### config.mk
export PLATFORM = sky130hd
export DESIGN_NAME = cw_host_port
export DESIGN_NICKNAME = d
export VERILOG_FILES = /design/src/rtl/cw_host_port_pkg.sv /design/src/rtl/cw_strobe_sync.sv /design/src/rtl/cw_word_file.sv /design/src/rtl/cw_read_mux.sv /design/src/rtl/cw_host_port.sv
export SDC_FILE = /design/constraint.sdc
export NUM_CORES = 2
export LEC_CHECK = 0
export ABC_CLOCK_PERIOD_IN_PS = 7800
export BUFFER_PORTS_ARGS = -buffer_cell sky130_fd_sc_hd__buf_2
export CAP_MARGIN = 20
export CORE_AREA = 2 2 411 413
export DETAILED_ROUTE_END_ITERATION = 10
export DIE_AREA = 0 0 413 415
export GPL_TIMING_DRIVEN = 0
export SETUP_SLACK_MARGIN = 0.1
export SYNTH_ARGS = -nofsm -noshare
export SYNTH_HDL_FRONTEND = slang
export SYNTH_SLANG_ARGS = --single-unit
### constraint.sdc
create_clock -name clk_i -period 7.8 [get_ports clk_i]
set_clock_uncertainty 0.15 [all_clocks]
set_input_delay 1.56 -clock clk_i [delete_from_list [all_inputs] [get_ports clk_i]]
set_output_delay 1.56 -clock clk_i [all_outputs]
set_load 0.01 [all_outputs]
### src/rtl/cw_host_port_pkg.sv
package cw_host_port_pkg;
  localparam int unsigned BYTE_W  = 8;
  localparam int unsigned WORD_W  = 32;
  localparam int unsigned ADDR_W  = 3;
  localparam int unsigned IDX_W   = 5;
  localparam int unsigned LANES   = WORD_W / BYTE_W;

  typedef logic [BYTE_W-1:0] byte_t;
  typedef logic [WORD_W-1:0] word_t;
  typedef logic [IDX_W-1:0]  idx_t;

  typedef enum logic [ADDR_W-1:0] {
    REG_STG0   = 3'd0,
    REG_STG1   = 3'd1,
    REG_STG2   = 3'd2,
    REG_STG3   = 3'd3,
    REG_COMMIT = 3'd4,
    REG_RDIDX  = 3'd5,
    REG_RSV6   = 3'd6,
    REG_RSV7   = 3'd7
  } reg_addr_e;

  typedef struct packed {
    logic [ADDR_W-1:0] addr;
    byte_t             data;
  } host_wr_t;
endpackage

### src/rtl/cw_strobe_sync.sv
module cw_strobe_sync
  import cw_host_port_pkg::*;
(
  input  logic              clk_i,
  input  logic              rst_ni,
  input  logic              ce_ni,
  input  logic              wr_ni,
  input  logic [ADDR_W-1:0] addr_i,
  input  byte_t             data_i,
  output logic              commit_o,
  output host_wr_t          wr_o
);
  logic wr_s1, wr_s2, wr_s3;
  logic ce_cap;
  host_wr_t bus_cap;

  always_ff @(posedge clk_i or negedge rst_ni) begin
    if (!rst_ni) begin
      wr_s1 <= 1'b1;
      wr_s2 <= 1'b1;
      wr_s3 <= 1'b1;
    end else begin
      wr_s1 <= wr_ni;
      wr_s2 <= wr_s1;
      wr_s3 <= wr_s2;
    end
  end

  // bus sampled while the first sync stage still sees WR low; host holds it past the rise
  always_ff @(posedge clk_i or negedge rst_ni) begin
    if (!rst_ni) begin
      ce_cap  <= 1'b1;
      bus_cap <= '0;
    end else if (!wr_s1) begin
      ce_cap       <= ce_ni;
      bus_cap.addr <= addr_i;
      bus_cap.data <= data_i;
    end
  end

  assign commit_o = wr_s2 && !wr_s3 && !ce_cap;
  assign wr_o     = bus_cap;
endmodule

### src/rtl/cw_word_file.sv
module cw_word_file
  import cw_host_port_pkg::*;
#(
  parameter int unsigned NUM_WORDS = 32
) (
  input  logic                   clk_i,
  input  logic                   rst_ni,
  input  logic                   commit_i,
  input  host_wr_t               wr_i,
  output word_t [NUM_WORDS-1:0]  words_o,
  output idx_t                   rd_idx_o
);
  word_t                 staging_q;
  word_t [NUM_WORDS-1:0] words_q;
  idx_t                  rd_idx_q;
  idx_t                  wr_idx;

  assign wr_idx = wr_i.data[IDX_W-1:0];

  always_ff @(posedge clk_i or negedge rst_ni) begin
    if (!rst_ni) begin
      staging_q <= '0;
      rd_idx_q  <= '0;
    end else if (commit_i) begin
      unique case (wr_i.addr)
        REG_STG0:  staging_q[0*BYTE_W +: BYTE_W] <= wr_i.data;
        REG_STG1:  staging_q[1*BYTE_W +: BYTE_W] <= wr_i.data;
        REG_STG2:  staging_q[2*BYTE_W +: BYTE_W] <= wr_i.data;
        REG_STG3:  staging_q[3*BYTE_W +: BYTE_W] <= wr_i.data;
        REG_RDIDX: rd_idx_q <= wr_idx;
        default: ;
      endcase
    end
  end

  for (genvar k = 0; k < NUM_WORDS; k++) begin : g_word
    always_ff @(posedge clk_i or negedge rst_ni) begin
      if (!rst_ni)
        words_q[k] <= '0;
      else if (commit_i && wr_i.addr == REG_COMMIT && int'(wr_idx) == k)
        words_q[k] <= staging_q;
    end
  end

  assign words_o  = words_q;
  assign rd_idx_o = rd_idx_q;
endmodule

### src/rtl/cw_read_mux.sv
module cw_read_mux
  import cw_host_port_pkg::*;
#(
  parameter int unsigned NUM_WORDS = 32
) (
  input  logic                  ce_ni,
  input  logic                  rd_ni,
  input  logic [ADDR_W-1:0]     addr_i,
  input  idx_t                  rd_idx_i,
  input  word_t [NUM_WORDS-1:0] words_i,
  output byte_t                 data_o,
  output logic                  oe_o
);
  word_t sel_word;

  always_comb begin
    sel_word = '0;
    for (int k = 0; k < NUM_WORDS; k++)
      if (int'(rd_idx_i) == k) sel_word = words_i[k];
  end

  assign oe_o = !ce_ni && !rd_ni;

  always_comb begin
    data_o = '0;
    if (oe_o) begin
      unique case (addr_i)
        REG_STG0: data_o = sel_word[0*BYTE_W +: BYTE_W];
        REG_STG1: data_o = sel_word[1*BYTE_W +: BYTE_W];
        REG_STG2: data_o = sel_word[2*BYTE_W +: BYTE_W];
        REG_STG3: data_o = sel_word[3*BYTE_W +: BYTE_W];
        default:  data_o = '0;
      endcase
    end
  end
endmodule

### src/rtl/cw_host_port.sv
module cw_host_port
  import cw_host_port_pkg::*;
#(
  parameter int unsigned NUM_WORDS = 32
) (
  input  logic                        clk_i,
  input  logic                        rst_ni,
  input  logic                        host_ce_ni,
  input  logic                        host_rd_ni,
  input  logic                        host_wr_ni,
  input  logic [2:0]                  host_addr_i,
  input  logic [7:0]                  host_data_i,
  output logic [7:0]                  host_data_o,
  output logic                        host_data_oe_o,
  output logic [32*NUM_WORDS-1:0]     ctrl_words_o
);
  logic                  commit;
  host_wr_t              wr_bus;
  word_t [NUM_WORDS-1:0] words;
  idx_t                  rd_idx;

  cw_strobe_sync i_sync (
    .clk_i    (clk_i),
    .rst_ni   (rst_ni),
    .ce_ni    (host_ce_ni),
    .wr_ni    (host_wr_ni),
    .addr_i   (host_addr_i),
    .data_i   (host_data_i),
    .commit_o (commit),
    .wr_o     (wr_bus)
  );

  cw_word_file #(.NUM_WORDS(NUM_WORDS)) i_file (
    .clk_i    (clk_i),
    .rst_ni   (rst_ni),
    .commit_i (commit),
    .wr_i     (wr_bus),
    .words_o  (words),
    .rd_idx_o (rd_idx)
  );

  cw_read_mux #(.NUM_WORDS(NUM_WORDS)) i_rmux (
    .ce_ni    (host_ce_ni),
    .rd_ni    (host_rd_ni),
    .addr_i   (host_addr_i),
    .rd_idx_i (rd_idx),
    .words_i  (words),
    .data_o   (host_data_o),
    .oe_o     (host_data_oe_o)
  );

  for (genvar k = 0; k < NUM_WORDS; k++) begin : g_flat
    assign ctrl_words_o[k*WORD_W +: WORD_W] = words[k];
  end
endmodule

# Yosys cells after proc, flatten, opt, wreduce, memory -nomap -nowiden

Cells that the tools add are included.

Equality and inequality tests: 70
Mux-type cells: 34
Reductions and logical operators: 49

Operators by type and width:

| operator           | count |
|---|---|
| $mux 32            | 32 |
| $eq 5x5->1 const B | 32 |
| $eq 5x4->1 const B | 16 |
| $eq 5x3->1 const B | 8 |
| $logic_and 1x1->1  | 36 |
| $pmux 8 s4         | 1 |
| $eq 5x2->1 const B | 4 |
| $eq 3x2->1 const B | 4 |
| $eq 5x1->1 const B | 2 |
| $logic_not 5->1    | 2 |
| $reduce_and 2->1   | 5 |
| $mux 8             | 1 |
| $eq 3x1->1 const B | 2 |
| $eq 3x3->1 const B | 2 |
| $logic_not 3->1    | 2 |
| $logic_not 1->1    | 4 |

Register bits: 1076
Logic and storage cells: 196
Output and inout bits: 1033
Input port bits: 16

# Logic depth before layout (Yosys ltp)

Depth after elaboration: 35
Mapped depth: 13
Depth with buffers taken out: 8

# By module

Synthesis repeated with hierarchy kept, for this count alone.

Cell total of the unflattened synthesis: 3753
Area, all modules: 49712.7 µm²

Modules (own cells, without submodules):

| module         | area each (µm²) | cells each | sequential area each (µm²) | times used |
|---|---|---|---|---|
| cw_word_file   | 40568.9         | 2386       | 26550.5                    | 1 |
| cw_read_mux    | 8572.0          | 1338       | 0.0                        | 1 |
| cw_strobe_sync | 571.8           | 29         | 380.4                      | 1 |

# Least setup slack after synthesis

Ideal clock, no wire load.

Kind: input-to-output
Start: input host_addr_i[2]
End: output host_data_o[2]
Data arrival time: 3140 ps
Setup slack: 2950 ps
Stages on the path: 6
Path buffers: 0
Required time: 6090 ps
Cell sequence: nand3b_1 -> nor3_1 -> a222oi_1 -> a21oi_1 -> or4_1 -> o41a_1

Cells in the longest elaborated chain, start to end: 3
Elaborated cells between the ends (all ways): 6
Classes of those cells: 3 x eq/ne; 2 x mux; 1 x reduce/logical

RTL lines:

| element                                  | line               | text |
|---|---|---|
| start: declaration                       | cw_host_port.sv:11 | `input logic [2:0] host_addr_i,` |
| $eq 3x2->1, or another cell as far along | cw_read_mux.sv:27  | `unique case (addr_i)` |
| $pmux 8 s4 *                             | cw_read_mux.sv:27  |  |
| $mux 8 *                                 | cw_read_mux.sv:26  | `if (oe_o) begin` |
| end: declaration                         | cw_host_port.sv:13 | `output logic [7:0] host_data_o,` |

Every way passes the cells marked *; elsewhere a longest branch is shown, timed or not.

# Worst setup path in the final report

Start: register i_file.rd_idx_q[3], in the netlist i_file.rd_idx_o[3]
End: output host_data_o[3]

Cells in the longest elaborated chain, start to end: 35
Elaborated cells between the ends (all ways): 66
Classes of those cells: 31 x eq/ne; 34 x mux; 1 x reduce/logical

RTL lines:

| element                  | line               | text |
|---|---|---|
| start: declaration       | cw_word_file.sv:15 | `idx_t rd_idx_q;` |
| start signal: assignment | cw_word_file.sv:30 | `REG_RDIDX: rd_idx_q <= wr_idx;` |
| $logic_not 5->1          | cw_read_mux.sv:19  | `if (int'(rd_idx_i) == k) sel_word = words_i[k];` |
| $mux 32 (31 in series)   | cw_read_mux.sv:19  |  |
| $mux 32 *                | cw_read_mux.sv:19  |  |
| $pmux 8 s4 *             | cw_read_mux.sv:27  |  |
| $mux 8 *                 | cw_read_mux.sv:26  |  |

Marked as above.

==> out/metrics.cfg <==
[final_layout]
final_common_cell=buf_2
area.sequential_um2=26900
fillCellCount=16600
multi_input_area_um2=20500
final_layout_size_suffix_gt1_share_pct=49.7
design_area_um2=62700
final_util_pct=37.6
final_cell_mix=buf_2 (1117), mux2_2 (1072), dfrtp_1 (1072)
final_cells=7422
fin_nets=5102
area_growth_pct=28.6

[global_route]
antenna_found_initial=45
grt_pass1_wl_mm=475
grt_max_degree=163
grt_pass1_vias=43800
track_usage_pct=42.8
overflow=0

[clock_tree]
clkSlewWorstSetupHoldPaths_ns=0.07
htree_levels=3
cts_buffers=118
clockBufferDepth=3
cts_tree=done
clk_latency_ns=0.82
cts_hold_buf=0
clock_sinks=1076
cts_root_buf=clkbuf_16

[sta]
fin_crit_sh_pct=103
hold_viol=0
fmax_ghz=0.124
fin_setup_tns_ns=-0.746
tightest_slew_ns=1.34
timing.slew.headroom_pct=11.0
layout_min_cycle_time_ns=8.05
setup-violations-final=5
fin_hold_ws_ns=0.214
final_max_slew_viol_count=0
fin_ws_ns=-0.252
rsz0062_at_grt=true

[power]
ir_drop_mv=0.177
p_per_area_nw_per_um2=267
cellInternalPower_mw=10.2
power_leakage_nw=32.6
pwr-share-clk_pct=38.2
swShare_pct=39.0
p_total_mw=16.7
p_sw_mw=6.53
comb_power_share_pct=26.3
seqPwrFrac_pct=35.5

[placement]
dpl.hpwl_mm=296
place_worst_setup_slack_ns=0.141
place_area_um2=58100
dp_cells=7159
io_buffer_count=1048
gp_congestion=1.00

[worst_setup_path]
reg2reg_slack_ns=3.55
rr_endpoint=i_file.words_o[126]
r2r_cells=7
cp-endpoint=host_data_o[3]
arrival_ns=6.34
crit_start=i_file.rd_idx_o[3]
cpMostUsedCell=buf_2
r2r_start=i_sync.wr_s2
start_kind=register
cp_max_fo=10
cp_slowest_cell=nor2_2
max_stage_delay_ns=0.78
crit_chain=or3b_2 -> buf_2 -> nor2_2 -> buf_4 -> buf_2 -> a32oi_1 -> o22ai_1 -> a21oi_1 -> o41ai_1 -> a211oi_1 -> o221ai_1 -> buf_2
endpoint_kind=output pin
critPathKind=reg -> out
required_ns=6.09

[yosys]
synth.distinct_cells=85
avgSynthCellArea_um2=12.7
ys_top_cells_by_area=dfrtp_1 (55%), mux2_2 (25%), a22oi_1 (2.8%), clkbuf_1 (1.5%), a21oi_1 (1.4%)
netlist.area_leader.share_pct=55.0
synth_cells=3832
synthFlopType=dfrtp_1
synthArstFlopShare_pct=100
ys_seq_area_share_pct=55.3
yosys.area.top_type=dfrtp_1
synthesis.nets=3848
ys.warnings.count=0
syn_area_um2=48700
synth_edf_count=0
synth_seq_cells=1076

[routing]
detail-route-antenna-nets=0
drt_iter0_drc=7315
vias=47000
wl_per_cell_um=51.0
wirelength_mm=379
post-route-drc-count=0
met3_wirelength_mm=56.8
vias_per_cell=6.33
met2_length_mm=158
routed.top_layer=met5
drt-pass1-iter-count=8
wirelength_met1_mm=129

[outcome]
violations=negative setup slack
status=finished, violations left

[run]
max_cap_violations=0

[die]
die_h_um=415
start_util_pct=29.2
die-area_um2=171000
die_x_um=413
coreArea_um2=167000
rows=150
ios=1049

[worst_hold_path]
hp-class=reg -> reg

critical path: cells and delay by family, from the launching register on:
kind / cells / cell delay, ns
buffers and inverters: 4 / 1.54
AOI/OAI and AO/OA: 6 / 2.15
DFF: 1 / 0.52
and+or+nand+nor: 2 / 1.25
synthesized netlist by cell type, types with 7 or more instances:
| cell type | n |
|---|---|
| a31oi_1 | 15 |
| nand3_1 | 46 |
| a21o_1 | 11 |
| dfrtp_1 | 1072 |
| nand2_1 | 151 |
| nor4_1 | 8 |
| inv_1 | 12 |
| nand2b_1 | 12 |
| a2bb2oi_1 | 7 |
| a211oi_1 | 25 |
| a21oi_1 | 134 |
| o221ai_1 | 28 |
| a22oi_1 | 185 |
| o22ai_1 | 35 |
| nor2_1 | 141 |
| o211ai_1 | 27 |
| a221o_1 | 11 |
| nor3b_1 | 9 |
| a32oi_1 | 7 |
| buf_4 | 12 |
| a222oi_1 | 17 |
| buf_1 | 50 |
| clkbuf_1 | 201 |
| a221oi_1 | 48 |
| o32ai_1 | 7 |
| and3_1 | 23 |
| a22o_1 | 18 |
| nor3_1 | 44 |
| nor2b_1 | 15 |
| nand4_1 | 28 |
| mux2i_1 | 25 |
| nand3b_1 | 7 |
| o21ai_0 | 125 |
| mux2_2 | 1072 |
| buf_2 | 73 |
| a2111oi_0 | 10 |
| or3_1 | 11 |
state kept, by name, indices dropped and copies added (netlist names):
register and cells:
i_sync.ce_cap 1, i_sync.wr_s3 1, i_sync.wr_s2 1, i_sync.wr_s1 1
i_sync.wr_o 11, i_file.staging_q 32, i_file.rd_idx_o 5, i_file.words_o 1024
kinds of logic (layout without fill, tap and decap cells):
kind of cell           count (synthesis)  in the layout  synth area share (%)
AND/OR/NAND/NOR                      549            549                  5.60
AO/OA/AOI/OAI                        757            757                  10.8
XOR/XNOR                               1              1                0.0180
other                                  0             28                     0
multiplexers                        1097           1097                  25.3
flip-flops                          1076           1076                  55.3
buffers and inverters                352           1710                  3.01
layer usage:
| layer | vias to the layer above | GRT usage (%) |
|---|---|---|
| met3 | 1192 | 21.8 |
| met4 | 16 | 32.1 |
| li1 | 16900 | - |
| met2 | 4285 | 61.3 |
| met1 | 24600 | 48.2 |
| met5 | - | 0 |
repair_timing:
action / CTS / global route
pin swaps: 0 / 1
endpoints found under the setup margin: 7 / 4
resized for setup: 14 / 14
setup buffers: 0 / 2
worst min path at each step:
stage / startpoint / to / slack (ns) / cells after the start
2_1_floorplan: i_sync.wr_s2 / i_sync.wr_s3 / 0.21 / 0
3_3_place_gp: i_sync.wr_s2 / i_sync.wr_s3 / 0.21 / 0
3_5_place_dp: i_sync.wr_s2 / i_sync.wr_s3 / 0.21 / 0
4_1_cts: i_sync.wr_s2 / i_sync.wr_s3 / 0.21 / 0
5_1_grt: i_sync.wr_s2 / i_sync.wr_s3 / 0.21 / 0
6_report: i_sync.wr_s2 / i_sync.wr_s3 / 0.21 / 0
power by group through the flow:
stage | registers [mW] | clock network (mW) | logic [mW]
4_1_cts | 5.93 | 6.35 | 4.05
2_1_floorplan | 5.95 | 0 | 1.37
5_1_grt | 5.95 | 6.58 | 4.23
6_report | 5.95 | 6.40 | 4.40
3_5_place_dp | 6.03 | 0 | 4.03
3_3_place_gp | 6.04 | 0 | 3.89
final cells by class:
class                      count  share of cell area, %
antenna                       28                  0.112
buffer                       338                   2.36
clock buffer                 155                   5.34
clock inverter                69                   1.50
inverter                      14                 0.0839
multi-input combinational   2404                   32.6
sequential                  1076                   43.0
tap                         2204                   4.40
timing repair buffer        1134                   10.6
(Power assumes the default switching activity.)
